File: config.mk
export PLATFORM = sky130hd
export DESIGN_NAME = mtau_exp_scaler
export DESIGN_NICKNAME = d
export VERILOG_FILES = /design/src/rtl/mtau_scale_pkg.sv /design/src/rtl/mtau_scale_ctrl.sv /design/src/rtl/mtau_scale_dpath.sv /design/src/rtl/mtau_exp_scaler.sv
export SDC_FILE = /design/constraint.sdc
export NUM_CORES = 1
export LEC_CHECK = 0
export CAP_MARGIN = 30
export CORE_UTILIZATION = 51
export CTS_CLUSTER_SIZE = 20
export DETAILED_ROUTE_END_ITERATION = 6
export GPL_ROUTABILITY_DRIVEN = 0
export GPL_TIMING_DRIVEN = 0
export PLACE_DENSITY = 0.85
export SLEW_MARGIN = 30
export SYNTH_ARGS = -nofsm -noshare
export SYNTH_HDL_FRONTEND = slang
export SYNTH_SLANG_ARGS = --single-unit
File: constraint.sdc
create_clock -name clk -period 5.6 [get_ports clk]
set_clock_uncertainty 0.05 [all_clocks]
set_input_delay 1.68 -clock clk [delete_from_list [all_inputs] [get_ports clk]]
set_output_delay 1.68 -clock clk [all_outputs]
set_load 0.02 [all_outputs]
File: src/rtl/mtau_scale_pkg.sv
package mtau_scale_pkg;
  localparam int DATA_W = 32;
  localparam int EXP_W  = 8;
  localparam int FRAC_W = 23;

  typedef struct packed {
    logic             take;    // a valid value is being presented this cycle
    logic [EXP_W-1:0] decAmt;  // exponent decrement that applies to it
  } scaleCtl_t;
endpackage

File: src/rtl/mtau_scale_ctrl.sv
module mtau_scale_ctrl
  import mtau_scale_pkg::*;
#(
  parameter int GROUP_LEN    = 8,
  parameter int FIRST_GROUPS = 2,
  parameter int STEP         = 2
) (
  input  logic      clk,
  input  logic      rst,
  input  logic      setStart,
  input  logic      inValid,
  output scaleCtl_t ctl
);
  localparam int CNT_W  = $clog2(GROUP_LEN);
  localparam int SKIP_W = $clog2(FIRST_GROUPS + 1);
  localparam logic [CNT_W-1:0]  CNT_LAST  = CNT_W'(GROUP_LEN - 1);
  localparam logic [SKIP_W-1:0] SKIP_LAST = SKIP_W'(FIRST_GROUPS - 1);
  localparam logic [EXP_W-1:0]  DEC_MAX   = '1;

  logic [CNT_W-1:0]  cnt, curCnt;
  logic [SKIP_W-1:0] skip, curSkip;
  logic [EXP_W-1:0]  dec, curDec, stepDec;
  logic [EXP_W:0]    decSum;
  logic              wrap;

  always_comb begin
    curCnt  = setStart ? '0 : cnt;
    curSkip = setStart ? '0 : skip;
    curDec  = setStart ? '0 : dec;
    wrap    = inValid && (curCnt == CNT_LAST);
    decSum  = {1'b0, curDec} + (EXP_W+1)'(STEP);
    stepDec = decSum[EXP_W] ? DEC_MAX : decSum[EXP_W-1:0];
    ctl.take   = inValid;
    ctl.decAmt = curDec;
  end

  always_ff @(posedge clk) begin
    if (rst) begin
      cnt  <= '0;
      skip <= '0;
      dec  <= '0;
    end else begin
      cnt  <= curCnt;
      skip <= curSkip;
      dec  <= curDec;
      if (inValid) cnt <= curCnt + CNT_W'(1);
      if (wrap) begin
        if (curSkip != SKIP_LAST) skip <= curSkip + SKIP_W'(1);
        else                      dec  <= stepDec;
      end
    end
  end

  AST_CNT_IDLE_HOLD: assert property (@(posedge clk) disable iff (rst)
    (!inValid && !setStart) |=> $stable(cnt));

  AST_DEC_NO_WRAP: assert property (@(posedge clk) disable iff (rst)
    (!setStart) |=> (dec >= $past(dec)));

  AST_START_CLEARS: assert property (@(posedge clk) disable iff (rst)
    (setStart && !inValid) |=> (dec == '0 && cnt == '0));
endmodule

File: src/rtl/mtau_scale_dpath.sv
module mtau_scale_dpath
  import mtau_scale_pkg::*;
(
  input  logic              clk,
  input  logic              rst,
  input  scaleCtl_t         ctl,
  input  logic [DATA_W-1:0] inData,
  output logic              outValid,
  output logic [DATA_W-1:0] outData
);
  localparam logic [EXP_W-1:0] EXP_SPECIAL = '1;

  logic              sgn;
  logic [EXP_W-1:0]  expIn;
  logic [FRAC_W-1:0] fracIn;
  logic [DATA_W-1:0] nxtData;

  always_comb begin
    sgn    = inData[DATA_W-1];
    expIn  = inData[DATA_W-2 -: EXP_W];
    fracIn = inData[FRAC_W-1:0];
    if (expIn == EXP_SPECIAL)
      nxtData = inData;
    else if (expIn <= ctl.decAmt)
      nxtData = {sgn, {(DATA_W-1){1'b0}}};
    else
      nxtData = {sgn, expIn - ctl.decAmt, fracIn};
  end

  always_ff @(posedge clk) begin
    if (rst) begin
      outValid <= 1'b0;
      outData  <= '0;
    end else begin
      outValid <= ctl.take;
      if (ctl.take) outData <= nxtData;
    end
  end

  AST_VALID_FOLLOWS: assert property (@(posedge clk) disable iff (rst)
    ctl.take |=> outValid);

  AST_IDLE_FOLLOWS: assert property (@(posedge clk) disable iff (rst)
    !ctl.take |=> !outValid);

  AST_SIGN_KEEP: assert property (@(posedge clk) disable iff (rst)
    ctl.take |=> (outData[DATA_W-1] == $past(inData[DATA_W-1])));

  AST_SPECIAL_PASS: assert property (@(posedge clk) disable iff (rst)
    (ctl.take && inData[DATA_W-2 -: EXP_W] == EXP_SPECIAL) |=> (outData == $past(inData)));

  AST_ZERO_IN_ZERO_OUT: assert property (@(posedge clk) disable iff (rst)
    (ctl.take && inData[DATA_W-2 -: EXP_W] == '0) |=> (outData[DATA_W-2:0] == '0));
endmodule

File: src/rtl/mtau_exp_scaler.sv
module mtau_exp_scaler
  import mtau_scale_pkg::*;
#(
  parameter int GROUP_LEN    = 8,
  parameter int FIRST_GROUPS = 2,
  parameter int STEP         = 2
) (
  input  logic        clk,
  input  logic        rst,
  input  logic        setStart,
  input  logic        inValid,
  input  logic [31:0] inData,
  output logic        outValid,
  output logic [31:0] outData
);
  scaleCtl_t ctl;

  mtau_scale_ctrl #(
    .GROUP_LEN(GROUP_LEN),
    .FIRST_GROUPS(FIRST_GROUPS),
    .STEP(STEP)
  ) ctrlInst (
    .clk(clk),
    .rst(rst),
    .setStart(setStart),
    .inValid(inValid),
    .ctl(ctl)
  );

  mtau_scale_dpath dpathInst (
    .clk(clk),
    .rst(rst),
    .ctl(ctl),
    .inData(inData),
    .outValid(outValid),
    .outData(outData)
  );

  AST_RESET_QUIET: assert property (@(posedge clk)
    rst |=> (!outValid && outData == '0));
endmodule

== Word-level counts from Yosys, hierarchy flattened ==
Index checks and enable logic that the tools add are counted.
Operators by class
  add/sub/neg operators: 4
  order comparisons: 1
  equal/unequal tests: 3
  muxes and demuxes: 11
  reductions and logical operators: 1
Operators by type and width (count)
  2-to-1 mux 31 bit: 2
  2-to-1 mux 8 bit: 4
  adder 8 x 2 -> 9 bit, second input constant: 1
  equality test 8 bit, second input constant: 1
  <= comparator 8 bit: 1
  subtractor 8 bit: 1
  2-to-1 mux 2 bit: 3
  2-to-1 mux 3 bit: 2
  adder 3 x 1 -> 3 bit, second input constant: 1
  equality test 3 bit, second input constant: 1
  adder 2 x 1 -> 2 bit, second input constant: 1
  != test 2 x 1 -> 1 bit, second input constant: 1
  logical AND 1 bit: 1
Word-level totals
  flip-flop bits (word level): 46

== Longest topological paths before layout ==
Gate-level depths: netlist of the first run.
  word-level depth: 5
  depth in mapped cells: 12
  depth with buffers taken out: 9

== By module ==
A second synthesis of the first run with hierarchy kept.
Second synthesis, totals
  cells, all modules: 290
  area, all modules: 2486.1 um2
By module, submodules not included
  mtau_scale_dpath: instances 1, cells an instance 207, area each 1765.4 um2
  mtau_scale_ctrl: instances 1, cells an instance 83, area each 720.7 um2

== Worst setup path before layout of the first run ==
OpenSTA, ideal clock, no wires.
  path type: in2reg
  from: input port setStart
  to: register dpathInst.outData[11]
  setup time: 129 ps
  data arrival time: 3636 ps
  setup slack: 1785 ps
  stages on the path: 12
  buffers on the path: 3
  path through: clkbuf_1 > nor2b_1 > ha_1 > inv_1 > fa_1 > nand3_1 > a21oi_1 > o32a_2 > buf_6 > nor2_8 > buf_8 > o31ai_1
Between the ends
  cells in the longest elaborated chain, start to end: 4
Ends and longest elaborated chain
  start, declared: line mtau_exp_scaler.sv:10  | input logic setStart,
  2-to-1 mux 8 bit: line mtau_scale_ctrl.sv:29  | curDec = setStart ? '0 : dec;
  <= comparator 8 bit: line mtau_scale_dpath.sv:24  | else if (expIn <= ctl.decAmt)
  2-to-1 mux 31 bit: line mtau_scale_dpath.sv:24
  2-to-1 mux 31 bit: line mtau_scale_dpath.sv:22  | if (expIn == EXP_SPECIAL)
  end signal, assigned: line mtau_scale_dpath.sv:36  | if (ctl.take) outData <= nxtData;
  end, declared: line mtau_scale_dpath.sv:9  | output logic [DATA_W-1:0] outData
No other way between the ends.
A chain may end at the register's enable or synchronous reset.

== Final worst setup path of the first run ==
  from: input port setStart
  to: register dpathInst.outData[18]
The elaborated chain is that of the path after synthesis.

==> results.py, run 1 <==
metrics = {
    "global_route": {
        "grt-ovfl-total": 0,
        "antenna_found_initial": 0,
        "grt_pass1_wl_um": 10290,
        "grtUsageTotal_pct": 25.74,
        "grt_max_degree": 14,
        "grt_pass1_vias": 2193,
    },
    "timing": {
        "fmax_mhz": 226.9,
        "min_period_over_period_pct": 78.71,
        "hold_violations": 0,
        "min_period_ps": 4408,
        "slew_viol_final": 0,
        "setup_viol": 0,
        "whs_ps": 430.8,
        "tns_ps": 0,
        "max-slew-margin-rel_pct": 62.40,
        "tightest_slew_ps": 563.9,
        "rsz0062_at_grt": "false",
    },
    "final_layout": {
        "n_antenna_cell": 0,
        "layout_common_cells": "clkdlybuf4s50_1 (66), dfxtp_1 (46), nand2_1 (32)",
        "fill_cells": 356,
        "syn_to_final_growth_pct": 34.22,
        "fin_area_um2": 3288,
        "layout-drive-gt1-share_pct": 6.761,
        "layout_commonest_cell": "clkdlybuf4s50_1",
        "final_util_pct": 73.49,
        "num-nets-final": 404,
    },
    "clock_tree": {
        "cts_buffer_depth": 2,
        "root_buffer": "clkbuf_8",
        "cts_sinks": 46,
        "htreeDepth": 2,
        "numCtsBuffers": 5,
        "postCtsSetupBuffers": 0,
        "cts_tree": "yes",
        "cts.clk_slew.worst_paths_ps": 80,
        "cts_resized": 0,
        "holdBufCountCts": 0,
        "worstSkewPairLatency_ps": 300,
    },
    "worst_setup_path": {
        "max_stage_delay_ps": 520,
        "critPathKind": "in -> reg",
        "end_kind": "flop",
        "crit_path_max_fanout": 10,
        "crit_family": "buffers and inverters",
        "path_cells": "clkdlybuf4s50_1 > clkbuf_1 > nor2b_1 > ha_1 > inv_1 > fa_1 > nand3_1 > a21oi_1 > o32a_2 > buf_6 > nor2_8 > buf_8 > o31ai_1",
        "arrival_ps": 4530,
        "path_buf_inv": 5,
        "critPathLaunchType": "input port",
        "required_ps": 5720,
        "crit_path_top_delay_cell": "clkdlybuf4s50_1",
    },
    "synthesis": {
        "synth_adder_area_share_pct": 6.946,
        "dominantRegCellSynth": "dfxtp_1",
        "synth_cell_types": 45,
        "ys_seq_area_share_pct": 37.59,
        "synth_nets": 331,
        "avgSynthCellArea_um2": 8.687,
        "synth_xor_area_share_pct": 2.860,
        "synth_top_family_by_area": "simple AND/OR/NAND/NOR gates",
        "synthArstFlopShare_pct": 0,
        "postSynthCellCount": 282,
        "synthMuxAreaShare_pct": 1.226,
        "synth_area_um2": 2450,
        "synth_compound_area_share_pct": 17.21,
        "synth_simple_gate_area_share_pct": 27.32,
        "synth-seq-cells": 46,
        "synth_edf_count": 0,
        "yosys_warnings": 0,
    },
    "placement": {
        "port-buffer-count": 66,
        "place_area_um2": 3176,
        "place_hpwl_um": 4516,
    },
    "status": {
        "violations": "DRC",
        "status": "finished with violations",
    },
    "route": {
        "via_per_inst": 5.622,
        "num_vias": 2288,
        "drc_errors": 7,
        "drtPass1Iterations": 6,
        "drtAntennaViolNets": 0,
        "wl_per_cell_um": 15.22,
        "drt_iter0_drc": 233,
        "wl_um": 6194,
    },
    "power": {
        "p_leak_nw": 1.229,
        "power_mw": 0.7539,
        "power.density_nw_per_um2": 229.3,
        "peakVddDrop_mv": 0.1789,
    },
    "die": {
        "std_cell_rows": 24,
        "start_util_pct": 54.75,
        "fp.dieH_um": 71.31,
        "core_um2": 4474,
        "dieArea_um2": 5085,
        "dieWidth_um": 71.31,
        "io_pins": 69,
    },
    "worst_hold_path": {
        "min_path_type": "reg -> reg",
    },
    "job": {
        "maxCapViolCount": 0,
    },
}
==> cells in the mapped netlist (2+ instances only) <==
cell type       n  share of area (%)
xor2_1          3                1.1
a21o_1          2               0.61
clkbuf_1        7                1.1
buf_4           3               0.92
inv_1           7                1.1
ha_1           12                6.1
nand4b_1        3                1.1
nand3_1         3               0.61
o31ai_2         2                1.0
or3_1           2               0.51
nor3_1         11                2.2
nor2_1         23                3.5
dfxtp_1        46                 38
dlygate4sd1_1   2               0.72
buf_2           5                1.0
a41oi_1         2               0.72
nor2b_1         8                2.0
buf_8           2                1.2
nand2_1        32                4.9
a211oi_1        2               0.61
o31ai_1        21                6.4
o21ai_0         5                1.0
a21oi_1        16                3.3
nand3b_1       25                7.7
nand2b_1        7                1.8
a2111oi_0       2               0.72
mux2i_1         3                1.2
xnor2_1         5                1.8
nand4_1         5                1.3
==> logic make-up (layout without fill, tap and decap cells) <==
kind of cell    count (synthesis)  count (layout)
xor+xnor                        8               8
fa+ha+maj                      13              13
simple gates                  123             123
mux                             3               3
compound gates                 60              60
buf+inv                        29             102
flops                          46              46
==> per-layer routing <==
| metal | global-route usage [%] | up-vias | part of all wire (%) |
|---|---|---|---|
| li1 | - | 1147 | - |
| met1 | 34.67 | 1059 | 46 |
| met2 | 41.27 | 72 | 47 |
| met3 | 5.063 | 10 | 5.3 |
| met4 | 9.111 | 0 | 1.5 |
| met5 | 0 | - | 0 |
==> where the power goes <==
group / total, mW / switching [mW] / internal [mW]
combinational: 0.154 / 0.0774 / 0.0762
sequential: 0.348 / 0.00684 / 0.342
clock: 0.252 / 0.109 / 0.143
total: 0.754 / 0.193 / 0.561
==> worst paths after layout <==
kind,cells after the start,end,slack (ps),from
worst min-delay path,2,dpathInst.outData[27]$_SDFFE_PP0P_,430,dpathInst.outData[27]$_SDFFE_PP0P_
worst max-delay path,13,dpathInst.outData[18]$_SDFFE_PP0P_,1190,setStart
worst max register to register,11,dpathInst.outData[18]$_SDFFE_PP0P_,3110,ctrlInst.dec[0]$_SDFF_PP0_
worst min register to register,2,dpathInst.outData[27]$_SDFFE_PP0P_,430,dpathInst.outData[27]$_SDFFE_PP0P_
==> through the flow <==
step / worst slack [ps] / instances
final: 1192 / 407
after global routing: 1027 / 407
after CTS: 1212 / 407
after detailed placement: 910.5 / 400
after global placement: 886.5 / 400
after floorplan: 1785 / 282
==> flip-flops by register name, summed over array words and instances (netlist names) <==
signal,cells
dpathInst.outData,32
ctrlInst.dec,8
ctrlInst.cnt,3
ctrlInst.skip,2
dpathInst.outValid,1
==> tightest hold or removal path, delay by kind of cell (launching register included) <==
kind | cells | cell delay (ps)
flip-flops | 1 | 310
AND/OR/NAND/NOR | 2 | 130
==> layout make-up <==
cell class              instances  area (µm²)  share of cell area, %
repair buffers                 66       660.6                  20.09
flip-flops and latches         46       920.9                  28.01
well taps                      52       65.06                  1.979
clock buffers                   6       82.58                  2.511
multi-input cells             207        1361                  41.40
inverters                       8       30.03                 0.9132
plain buffers                  21       137.6                  4.186
clock inverters                 1       30.03                 0.9132
No activity file was read; power rests on OpenSTA's default activity.
==> run 2, diff against run 1 <==
CORE_UTILIZATION = 48   (was 51)
PLACE_DENSITY = 0.8   (was 0.85)
clock period = 4.1 ns   (was 5.6 ns; I/O delays follow)
==> run 2 against run 1 <==
The run now ends clean. Sequential share of layout area grew 0.11 points. Global-route usage shrank 3.1 points. Register-to-register slack lost 1500 ps. Critical path depth is the same. Wire length shrank 4.0%. Cell area shrank 0.38%. Via count grew 0.96%. Worst hold slack lost 2.5 ps. Sequential cell count is the same. Final cell count grew 3.7%. Combinational power grew 36%. Largest power group unchanged.
==> results.py, run 2 (synthesis gave the netlist of run 1 again) <==
metrics = {
    "worst_setup_path": {
        "end_kind": "flop",
        "r2r_cells": 11,
        "r2r_slack_ps": 1580,
        "required_ps": 4220,
        "critPathKind": "in -> reg",
        "crit_path_max_fanout": 10,
        "arrival_ps": 4070,
        "timing.rr.end": "dpathInst.outData[16]$_SDFFE_PP0P_",
        "r2r-start": "ctrlInst.dec[0]$_SDFF_PP0_",
        "critPathLaunchType": "input port",
    },
    "timing": {
        "max-slew-margin-rel_pct": 61.85,
        "timing.final.ws_setup_ps": 151.8,
        "fmax_mhz": 253.3,
        "min_period_ps": 3948,
        "setup_viol": 0,
        "hold_violations": 0,
        "tightest_slew_ps": 572.3,
        "rsz0062_at_grt": "false",
        "slew_viol_final": 0,
        "min_period_over_period_pct": 96.30,
    },
    "final_layout": {
        "layout_common_cells": "clkdlybuf4s50_1 (66), dfxtp_1 (46), nand2_1 (32)",
        "num-nets-final": 404,
        "layout_commonest_cell": "clkdlybuf4s50_1",
        "n_antenna_cell": 0,
        "final_util_pct": 68.00,
        "instances_no_fill": 422,
        "regMostFlops": "dpathInst.outData",
        "top_regs": "dpathInst.outData: 32 flops, ctrlInst.dec: 8 flops, ctrlInst.cnt: 3 flops",
        "largest_reg_flops": 32,
        "fill_cells": 412,
        "layout-drive-gt1-share_pct": 6.761,
        "syn_to_final_growth_pct": 33.71,
        "fin_area_um2": 3276,
        "seq_area_um2": 920.9,
        "multi_input_area_um2": 1361,
    },
    "clock_tree": {
        "worstSkewPairLatency_ps": 300,
        "postCtsSetupBuffers": 0,
        "root_buffer": "clkbuf_8",
        "numCtsBuffers": 5,
        "cts_buffer_depth": 2,
        "cts_sinks": 46,
        "cts_tree": "yes",
        "htreeDepth": 2,
        "holdBufCountCts": 0,
        "cts.clk_slew.worst_paths_ps": 80,
    },
    "power": {
        "peakVddDrop_mv": 0.2031,
        "power.density_nw_per_um2": 290.0,
        "p_leak_nw": 1.212,
    },
    "route": {
        "drt_iter0_drc": 114,
        "num_vias": 2310,
        "wl_um": 5944,
        "via_per_inst": 5.474,
        "drtAntennaViolNets": 0,
        "drc_errors": 0,
        "drtPass1Iterations": 4,
        "wl_per_cell_um": 14.09,
    },
    "status": {
        "status": "complete, no violations",
    },
    "die": {
        "dieWidth_um": 73.44,
        "core_um2": 4817,
        "fp.dieH_um": 73.44,
        "start_util_pct": 50.86,
        "io_pins": 69,
        "dieArea_um2": 5393,
        "std_cell_rows": 25,
    },
    "job": {
        "maxCapViolCount": 0,
    },
    "worst_hold_path": {
        "min_to": "dpathInst.outData[25]$_SDFFE_PP0P_",
        "min-delay-start": "dpathInst.outData[25]$_SDFFE_PP0P_",
        "worstHoldPathCells": 2,
        "min_path_type": "reg -> reg",
    },
    "placement": {
        "place_area_um2": 3194,
        "place_hpwl_um": 4580,
        "port-buffer-count": 66,
        "dp_cells": 415,
        "pre_cts_slack_ps": -209.3,
    },
    "global_route": {
        "grt_pass1_wl_um": 9577,
        "grt_pass1_vias": 2166,
        "grtUsageTotal_pct": 22.65,
        "antenna_found_initial": 0,
        "grt_max_degree": 14,
        "grt-ovfl-total": 0,
    },
}
[run 2: cell count changes in the layout (fill, tap and decap cells not counted), sizes merged]
cell and delta:
clkinvlp +1, bufinv -1
[run 2: worst max path at each step]
stage                        start  slack, ps  cells after the start                                  to
after global routing      setStart         10                     13   dpathInst.outData[2]$_SDFFE_PP0P_
after global placement    setStart       -180                     13  dpathInst.outData[16]$_SDFFE_PP0P_
after floorplan           setStart        730                     12  dpathInst.outData[11]$_SDFFE_PP0P_
after CTS                 setStart        100                     13  dpathInst.outData[16]$_SDFFE_PP0P_
final                     setStart        150                     13  dpathInst.outData[16]$_SDFFE_PP0P_
after detailed placement  setStart       -210                     13  dpathInst.outData[16]$_SDFFE_PP0P_
[run 2: where the power goes]
group | internal (mW) | switching (mW) | leakage (nW)
sequential | 0.467 | 0.00948 | 0.376
clock | 0.117 | 0.148 | 0.0373
combinational | 0.104 | 0.105 | 0.798
total | 0.688 | 0.262 | 1.21
[run 2: worst max-delay path, stage by stage]
cell	delay, ps
clkdlybuf4s50_1	530
clkbuf_2	240
nor2b_1	220
ha_1	210
inv_1	60
fa_1	400
nand3_1	170
a21oi_1	80
o32a_2	370
buf_6	150
nor2_8	160
buf_8	150
o31ai_1	80
[run 2: routing by layer]
layer	global-route usage (%)	part of all wire (%)	up-vias
li1	-	-	1149
met1	28.52	46	1089
met2	38.53	48	62
met3	4.527	4.4	10
met4	7.692	1.7	0
met5	0	0	-
[run 2: cell type report]
| class | count | share of cell area (%) |
|---|---|---|
| well taps | 67 | 2.559 |
| clock buffers | 6 | 2.215 |
| repair buffers | 66 | 20.17 |
| plain buffers | 21 | 4.240 |
| flip-flops and latches | 46 | 28.11 |
| inverters | 8 | 0.9167 |
| multi-input cells | 207 | 41.56 |
| clock inverters | 1 | 0.2292 |
[run 2: what timing repair did]
| item | CTS | global route |
|---|---|---|
| gates resized for setup | 0 | 2 |
| endpoints found under the hold margin | 0 | 0 |
| endpoints found under the setup margin | 0 | 20 |
[run 2: through the flow]
| step | power [mW] | TNS [ps] | hold WS, ps |
|---|---|---|---|
| finish | 0.9501 | 0 | 428.4 |
| global route | 0.9888 | 0 | 456.8 |
| floorplan | 0.6005 | 0 | 413.1 |
| global placement | 0.6928 | -3698 | 413.3 |
| detailed placement | 0.6955 | -4457 | 416.4 |
| CTS | 0.9567 | 0 | 430.9 |
==> run 3, diff against run 2 <==
SLEW_MARGIN = 40   (was 30)
==> results of run 3 <==
No change in the layout: final DEF, timing and power equal those of run 2.
